### src/rtl/jg_pkg.sv
package jg_pkg;

    typedef enum logic [2:0] {
        ST_IDLE   = 3'd0,
        ST_SEND   = 3'd1,
        ST_HBWAIT = 3'd2,
        ST_HBON   = 3'd3,
        ST_JAB    = 3'd4
    } guard_st_e;

endpackage

### src/rtl/jg_interval_ctr.sv
module jg_interval_ctr #(
    parameter int W = 8
) (
    input  logic         clk,
    input  logic         rst,
    input  logic         restart,
    input  logic         step,
    output logic [W-1:0] count
);

    always_ff @(posedge clk) begin
        if (rst || restart) begin
            count <= '0;
        end else if (step) begin
            count <= count + 1'b1;
        end
    end

endmodule

### src/rtl/jg_ctrl.sv
module jg_ctrl
    import jg_pkg::*;
#(
    parameter int W          = 8,
    parameter int JAB_CYC    = 20,
    parameter int UNJAB_CYC  = 30,
    parameter int HB_DLY_CYC = 5,
    parameter int HB_LEN_CYC = 4
) (
    input  logic         clk,
    input  logic         rst,
    input  logic         tx_en,
    input  logic         sqe_en,
    input  logic [W-1:0] count,
    output logic         restart,
    output logic         step,
    output logic         tx_gate,
    output logic         jabber,
    output logic         sqe
);

    // Count values seen on the edge that completes each interval.
    localparam logic [W-1:0] JAB_AT   = W'(JAB_CYC - 2);
    localparam logic [W-1:0] UNJAB_AT = W'(UNJAB_CYC - 1);
    localparam logic [W-1:0] HBD_AT   = W'(HB_DLY_CYC - 1);
    localparam logic [W-1:0] HBL_AT   = W'(HB_LEN_CYC - 1);

    guard_st_e st, nxt;

    always_ff @(posedge clk) begin
        if (rst) begin
            st <= ST_IDLE;
        end else begin
            st <= nxt;
        end
    end

    always_comb begin
        nxt = st;
        unique case (st)
            ST_IDLE: begin
                if (tx_en) nxt = ST_SEND;
            end
            ST_SEND: begin
                if (!tx_en)               nxt = sqe_en ? ST_HBWAIT : ST_IDLE;
                else if (count == JAB_AT) nxt = ST_JAB;
            end
            ST_HBWAIT: begin
                if (tx_en)                nxt = ST_SEND;
                else if (count == HBD_AT) nxt = ST_HBON;
            end
            ST_HBON: begin
                if (tx_en)                nxt = ST_SEND;
                else if (count == HBL_AT) nxt = ST_IDLE;
            end
            ST_JAB: begin
                if (!tx_en && count == UNJAB_AT) nxt = ST_IDLE;
            end
            default: nxt = ST_IDLE;
        endcase
    end

    always_comb begin
        restart = (nxt != st) || (st == ST_JAB && tx_en);
        step    = (st != ST_IDLE);
    end

    always_comb begin
        tx_gate = 1'b1;
        jabber  = 1'b0;
        sqe     = 1'b0;
        unique case (st)
            ST_IDLE, ST_SEND, ST_HBWAIT: ;
            ST_HBON: sqe = 1'b1;
            ST_JAB: begin
                tx_gate = 1'b0;
                jabber  = 1'b1;
            end
            default: ;
        endcase
    end

endmodule

### src/rtl/tx_jabber_guard.sv
module tx_jabber_guard #(
    parameter int CLK_HZ     = 25_000_000,
    parameter int JAB_CYC    = (CLK_HZ / 1000) * 85,
    parameter int UNJAB_CYC  = (CLK_HZ / 1000) * 500,
    parameter int HB_DLY_CYC = ((CLK_HZ / 1_000_000) * 12) / 10,
    parameter int HB_LEN_CYC = CLK_HZ / 1_000_000
) (
    input  logic clk,
    input  logic rst,
    input  logic tx_en,
    input  logic sqe_en,
    output logic tx_gate,
    output logic jabber,
    output logic sqe
);

    localparam int LONG_A  = (JAB_CYC > UNJAB_CYC) ? JAB_CYC : UNJAB_CYC;
    localparam int LONG_B  = (HB_DLY_CYC > HB_LEN_CYC) ? HB_DLY_CYC : HB_LEN_CYC;
    localparam int LONGEST = (LONG_A > LONG_B) ? LONG_A : LONG_B;
    localparam int CNT_W   = $clog2(LONGEST + 1);

    logic [CNT_W-1:0] count;
    logic             restart;
    logic             step;

    jg_interval_ctr #(.W(CNT_W)) u_ctr (
        .clk     (clk),
        .rst     (rst),
        .restart (restart),
        .step    (step),
        .count   (count)
    );

    jg_ctrl #(
        .W          (CNT_W),
        .JAB_CYC    (JAB_CYC),
        .UNJAB_CYC  (UNJAB_CYC),
        .HB_DLY_CYC (HB_DLY_CYC),
        .HB_LEN_CYC (HB_LEN_CYC)
    ) u_ctrl (
        .clk     (clk),
        .rst     (rst),
        .tx_en   (tx_en),
        .sqe_en  (sqe_en),
        .count   (count),
        .restart (restart),
        .step    (step),
        .tx_gate (tx_gate),
        .jabber  (jabber),
        .sqe     (sqe)
    );

endmodule

### config.mk
export PLATFORM = sky130hd
export DESIGN_NAME = tx_jabber_guard
export DESIGN_NICKNAME = d
export VERILOG_FILES = /design/src/rtl/jg_pkg.sv /design/src/rtl/jg_interval_ctr.sv /design/src/rtl/jg_ctrl.sv /design/src/rtl/tx_jabber_guard.sv
export SDC_FILE = /design/constraint.sdc
export NUM_CORES = 1
export LEC_CHECK = 0
export BUFFER_PORTS_ARGS = -buffer_cell sky130_fd_sc_hd__buf_2
export CAP_MARGIN = 40
export CORE_MARGIN = 2
export CORE_UTILIZATION = 57
export CTS_BUF_LIST = sky130_fd_sc_hd__clkbuf_8
export DETAILED_ROUTE_END_ITERATION = 6
export GPL_TIMING_DRIVEN = 0
export PLACE_DENSITY = 0.8
export SETUP_SLACK_MARGIN = 0.5
export SLEW_MARGIN = 20
export SYNTH_ARGS = -nofsm -noshare
export SYNTH_HDL_FRONTEND = slang
export SYNTH_SLANG_ARGS = --single-unit
### constraint.sdc
create_clock -name clk -period 2.29 [get_ports clk]
set_input_delay 0.229 -clock clk [delete_from_list [all_inputs] [get_ports clk]]
set_output_delay 0.229 -clock clk [all_outputs]
set_load 0.02 [all_outputs]
== Yosys cells after proc, flatten, opt, wreduce, memory -nomap -nowiden ==
Cells that the tools add are included.

* $add $sub $neg: 1
* Equality and inequality tests: 9
* Mux-type cells: 13
* Reductions and logical operators: 7

{| class="wikitable"
|+ Operator list
! operator !! number
|-
| $eq A24 B5 Y1 const B || 2
|-
| $add A24 B1 Y24 const B || 1
|-
| $eq A24 B22 Y1 const B || 1
|-
| $eq A24 B24 Y1 const B || 1
|-
| $mux W3 || 8
|-
| $pmux W3 S5 || 1
|-
| $eq A3 B2 Y1 const B || 2
|-
| $eq A3 B1 Y1 const B || 1
|-
| $eq A3 B3 Y1 const B || 1
|-
| $logic_not A3 Y1 || 1
|-
| $mux W1 || 3
|-
| $ne A3 B3 Y1 || 1
|-
| $reduce_bool A3 Y1 || 1
|-
| $logic_and A1 B1 Y1 || 2
|-
| $logic_or A1 B1 Y1 || 2
|-
| $mux W2 || 1
|-
| $logic_not A1 Y1 || 1
|}

* Register bits: 27
* Input port bits: 4
* Output and inout port bits: 3
* Word-level logic and storage cells: 32

== Logic depth before layout (Yosys ltp) ==
* Depth after elaboration: 7
* Mapped depth: 8
* Mapped depth without buffers: 7

== By module ==
Synthesis repeated with hierarchy kept, for this count alone.

* Cells, all modules: 184
* Area, all modules: 1,515.2 um2

{| class="wikitable"
|+ By module, submodules not included
! module !! instances !! cells an instance !! area each (um2) !! sequential area each (um2)
|-
| jg_interval_ctr || 1 || 125 || 1,112.3 || 480.5
|-
| jg_ctrl || 1 || 59 || 402.9 || 60.1
|}

== Worst setup path before layout ==
No wires, ideal clock.

* Path type: register to register
* Start: register u_ctr.count[0]
* End: register u_ctr.count[0]
* Setup time: 0.123 ns
* Data arrival time: 2.122 ns
* Required time: 2.167 ns
* Path slack: 0.046 ns
* Cell stages (with the launch flop): 9
* Path buffers: 1
* Period minus slack after synthesis: 2.244 ns
* Cell sequence: dfxtp_1 -> inv_1 -> ha_1 -> or4b_2 -> nor4_4 -> a21oi_1 -> o31ai_4 -> buf_6 -> nor3_1

* Word-level cells in the longest chain between the ends: 7
* Elaborated cells between the ends (all ways): 17
* Those cells by class: 1 x add/sub; 5 x eq/ne; 8 x mux; 3 x reduce/logical

{| class="wikitable"
|+ RTL lines
! element !! RTL line !! text
|-
| start: declaration || jg_interval_ctr.sv:8 || <nowiki>output logic [W-1:0] count</nowiki>
|-
| start signal: assignment || jg_interval_ctr.sv:15 || <nowiki>count <= count + 1'b1;</nowiki>
|-
| $eq A24 B5 Y1 (tied with other cells) || jg_ctrl.sv:54 || <nowiki>else if (count == HBL_AT) nxt = ST_IDLE;</nowiki>
|-
| $mux W3 (tied with other cells) || jg_ctrl.sv:54 ||
|-
| $mux W3 (on tied branches) || -- ||
|-
| $pmux W3 S5 || jg_ctrl.sv:40 || <nowiki>unique case (st)</nowiki>
|-
| $ne A3 B3 Y1 || jg_ctrl.sv:64 || <nowiki>restart = (nxt != st) || (st == ST_JAB && tx_en);</nowiki>
|-
| $logic_or A1 B1 Y1 || jg_ctrl.sv:64 ||
|-
| $logic_or A1 B1 Y1 || jg_interval_ctr.sv:12 || <nowiki>if (rst || restart) begin</nowiki>
|}

Parallel ways exist; a longest one is shown, timed or not.
A chain may end at the register's enable or synchronous reset.

== Worst setup path after layout ==
* Start: register u_ctr.count[13]
* End: register u_ctr.count[21]

The elaborated chain is that of the path after synthesis.

==> impl_metrics.env <==
export IMPL_status="completed"
export IMPL_multi_input_area_sq_um=1240
export IMPL_syn_inst=197
export IMPL_drt_iter0_markers=310
export IMPL_p_clk_share_pct=34.5
export IMPL_seqCellArea_sq_um=560.5
export IMPL_async_flop_share_pct=0
export IMPL_cts_hold_buffers=0
export IMPL_drv_cap=0
export IMPL_max_stage_delay_ns=0.54
export IMPL_ctsLongestPathBuffers=2
export IMPL_cts_tree="done"
export IMPL_path_class="flip-flop to flip-flop"
export IMPL_slew_headroom_pct=68.47
export IMPL_final_nets=233
export IMPL_switchingPower_mw=0.2124
export IMPL_cpMostUsedCell="buf_4"
export IMPL_fin_crit_sh_pct=91.98
export IMPL_drc=0
export IMPL_min_path_cells=2
export IMPL_grt_antenna_before_repair=0
export IMPL_arrival_ns=2.29
export IMPL_rr_startpoint="u_ctr.count[13]"
export IMPL_min_path_type="input port to flip-flop"
export IMPL_core_rowCount=19
export IMPL_max_slew_worst_pin_slew_ns=0.4730
export IMPL_avgSynthCellArea_sq_um=8.574
export IMPL_grt_max_degree=17
export IMPL_power_frac_seq_pct=56.0
export IMPL_ant_nets=0
export IMPL_p_sw_share_pct=25.26
export IMPL_endpoint_kind="flip-flop"
export IMPL_critPathTopFamily="simple AND/OR/NAND/NOR gates"
export IMPL_cp_slowest_cell="or4_4"
export IMPL_root_buffer="clkbuf_8"
export IMPL_grt_usage_pct=29.88
export IMPL_numCtsBuffers=3
export IMPL_leakage_nw=0.6656
export IMPL_fin_util_pct=78.41
export IMPL_ir_worst_vdd_uv=355.7
export IMPL_start_util_pct=60.73
export IMPL_worst_path_buf_inv=3
export IMPL_fin_crit_ns=2.106
export IMPL_wire_per_inst_um=18.98
export IMPL_n_antenna_cell=0
export IMPL_coreArea_sq_um=2781
export IMPL_dpl_hpwl_um=2626
export IMPL_synth_flop_cell="dfxtp_1"
export IMPL_io_pins=7
export IMPL_syn_num_nets=205
export IMPL_synth_edf_count=0
export IMPL_vias=1704
export IMPL_die_area_sq_um=3415
export IMPL_fp_dieH_um=58.44
export IMPL_crit_fanout=5
export IMPL_clk_latency_ns=0.28
export IMPL_r2r_end="u_ctr.count[21]"
export IMPL_drv_slew=0
export IMPL_regToRegSetupSlack_ns=0.18
export IMPL_synth_seq_cells=27
export IMPL_r2r_cells=8
export IMPL_post_drt_via_cell_ratio=6.682
export IMPL_tns_ns=0
export IMPL_start_kind="flip-flop"
export IMPL_nFillCells=174
export IMPL_hold_viol=0
export IMPL_crit_chain="or4_4, nor4_4, buf_4, a21boi_4, o31ai_4, buf_4, buf_6, nor3_2"
export IMPL_area_growth_pct=29.11
export IMPL_rsz0062_at_grt="yes"
export IMPL_setup_violations=0
export IMPL_firstDrtPassIters=4
export IMPL_drive_above_1_share_pct=39.29
export IMPL_overflow=0
export IMPL_required_ns=2.47
export IMPL_yosysSeqAreaShare_pct=32.00
export IMPL_grt_pass1_vias=1598
export IMPL_path_clk_slew_ns=0.10
export IMPL_fmax_ghz=0.4748
export IMPL_portBuffers=6
export IMPL_p_comb_share_pct=9.5
export IMPL_grt_pass1_wl_um=7886
export IMPL_drt_total_wl_um=4840
export IMPL_ys_warnings_count=0
export IMPL_yosysUniqueCellTypes=43
export IMPL_clkSinkCount=27
export IMPL_h_tree_depth=1
export IMPL_place_gp_congestion=0.9041
export IMPL_powerDensity_nw_per_um2=385.6
export IMPL_netlist_area_sq_um=1689
export IMPL_skew_ns=0.005494
export IMPL_whs_endpoint="u_ctrl.st[2]"
export IMPL_fp_dieW_um=58.44
export IMPL_intPower_mw=0.6284
export IMPL_holdCritStartpoint="rst"
## cells by family (layout without fill, tap and decap cells)
logic type	Yosys count	count (layout)	share of synthesized area, %
AOI/OAI and AO/OA	14	14	6.592
xor gates and xnor gates	23	23	11.93
adders and majority gates	4	4	2.963
buffers and inverters	18	45	5.926
DFF	27	27	32.00
muxes	1	1	0.5926
and+or+nand+nor	110	110	40.00
## Yosys cell counts (3+ instances only)
master | instances | area, sq um
nor3_1 | 28 | 140.1
dfxtp_1 | 27 | 540.5
xnor2_1 | 21 | 183.9
nand2_1 | 15 | 56.30
nand3_1 | 10 | 50.05
nor4_1 | 10 | 62.56
nor2_1 | 9 | 33.78
inv_1 | 7 | 26.28
nor3_2 | 6 | 60.06
clkbuf_1 | 5 | 18.77
nand4_1 | 5 | 31.28
buf_6 | 4 | 45.04
ha_1 | 4 | 50.05
a21oi_1 | 3 | 15.01
or4_1 | 3 | 22.52
## worst reg2reg max path, cell delays in order (launching register included)
cell and delay (ns):
dfxtp_4 0.36, or4_4 0.54, nor4_4 0.21, buf_4 0.19, a21boi_4 0.07, o31ai_4 0.29, buf_4 0.18, buf_6 0.12
nor3_2 0.05
## cell usage in the layout (no fill, tap or decap), types with 2 or more instances in the layout
| cell | instances |
|---|---|
| buf_2 | 6 |
| a211oi_2 | 2 |
| nand4_1 | 5 |
| nor2_1 | 8 |
| clkbuf_1 | 4 |
| a31oi_1 | 2 |
| xnor2_1 | 21 |
| nor3_4 | 3 |
| buf_6 | 9 |
| buf_4 | 13 |
| and3_1 | 2 |
| or4_4 | 4 |
| inv_1 | 6 |
| nand3b_1 | 2 |
| nand2_1 | 15 |
| or4b_4 | 2 |
| nor2b_1 | 2 |
| xor2_1 | 2 |
| nor4_4 | 2 |
| clkbuf_8 | 3 |
| and4_1 | 2 |
| nor3_2 | 19 |
| nand3_1 | 9 |
| a21oi_1 | 2 |
| dfxtp_2 | 4 |
| nor4_1 | 8 |
| or3_1 | 2 |
| dfxtp_4 | 4 |
| nand4b_1 | 2 |
| ha_1 | 3 |
| dfxtp_1 | 19 |
| nor4_2 | 2 |
| nor3_1 | 12 |
## worst max path at each step
stage               slack (ns)             from  cells past startpoint              end
finish                    0.18  u_ctr.count[13]                      8  u_ctr.count[21]
global placement         -0.02  u_ctr.count[17]                      7   u_ctr.count[5]
CTS                       0.13  u_ctr.count[21]                      7  u_ctr.count[21]
floorplan                 0.20  u_ctr.count[10]                      7   u_ctr.count[0]
detailed placement       -0.07  u_ctr.count[17]                      7   u_ctr.count[0]
global route              0.13  u_ctr.count[19]                      6   u_ctr.count[2]
## flip-flops by register name, summed over array words and instances, names as in the netlist
signal	cells
u_ctr.count	24
u_ctrl.st	3
## metrics by stage
step	hold slack, ns	cell area, sq um	power (mW)	instances	setup slack, ns
floorplan	0.3060	1705	0.5219	197	0.2025
global placement	0.4549	1774	0.5327	234	-0.02227
detailed placement	0.4585	1774	0.5339	234	-0.07055
CTS	0.1600	2059	0.8258	254	0.1300
global route	0.1651	2181	0.8704	255	0.1339
finish	0.1708	2181	0.8409	255	0.1838
## layout make-up
type / instances / area share (%)
Buffer: 11 / 4.188
Inverter: 7 / 1.320
Tap cell: 31 / 1.779
Clock buffer: 3 / 1.893
Multi-Input combinational cell: 152 / 56.86
Sequential cell: 27 / 25.70
Timing Repair Buffer: 23 / 7.917
Clock inverter: 1 / 0.3442
## timing repair
action	CTS	global route
gates cloned	2	0
endpoints found under the setup margin	27	27
pin swaps	23	14
resized for setup	36	26
buffers inserted	14	1
## power by group through the flow
stage	Sequential (mW)	Clock, mW	Combinational, mW
after floorplan	0.485	0	0.0370
after global placement	0.485	0	0.0473
after detailed placement	0.486	0	0.0480
after CTS	0.471	0.285	0.0701
after global routing	0.472	0.314	0.0852
final	0.471	0.290	0.0798
## layer usage
layer	vias up	global-route usage (%)	wire length (um)
li1	774	-	-
met1	820	39.89	2004
met2	92	48.80	2350
met3	18	3.956	328
met4	0	11.96	156
met5	-	0	0
No activity file was read; power rests on OpenSTA's default activity.
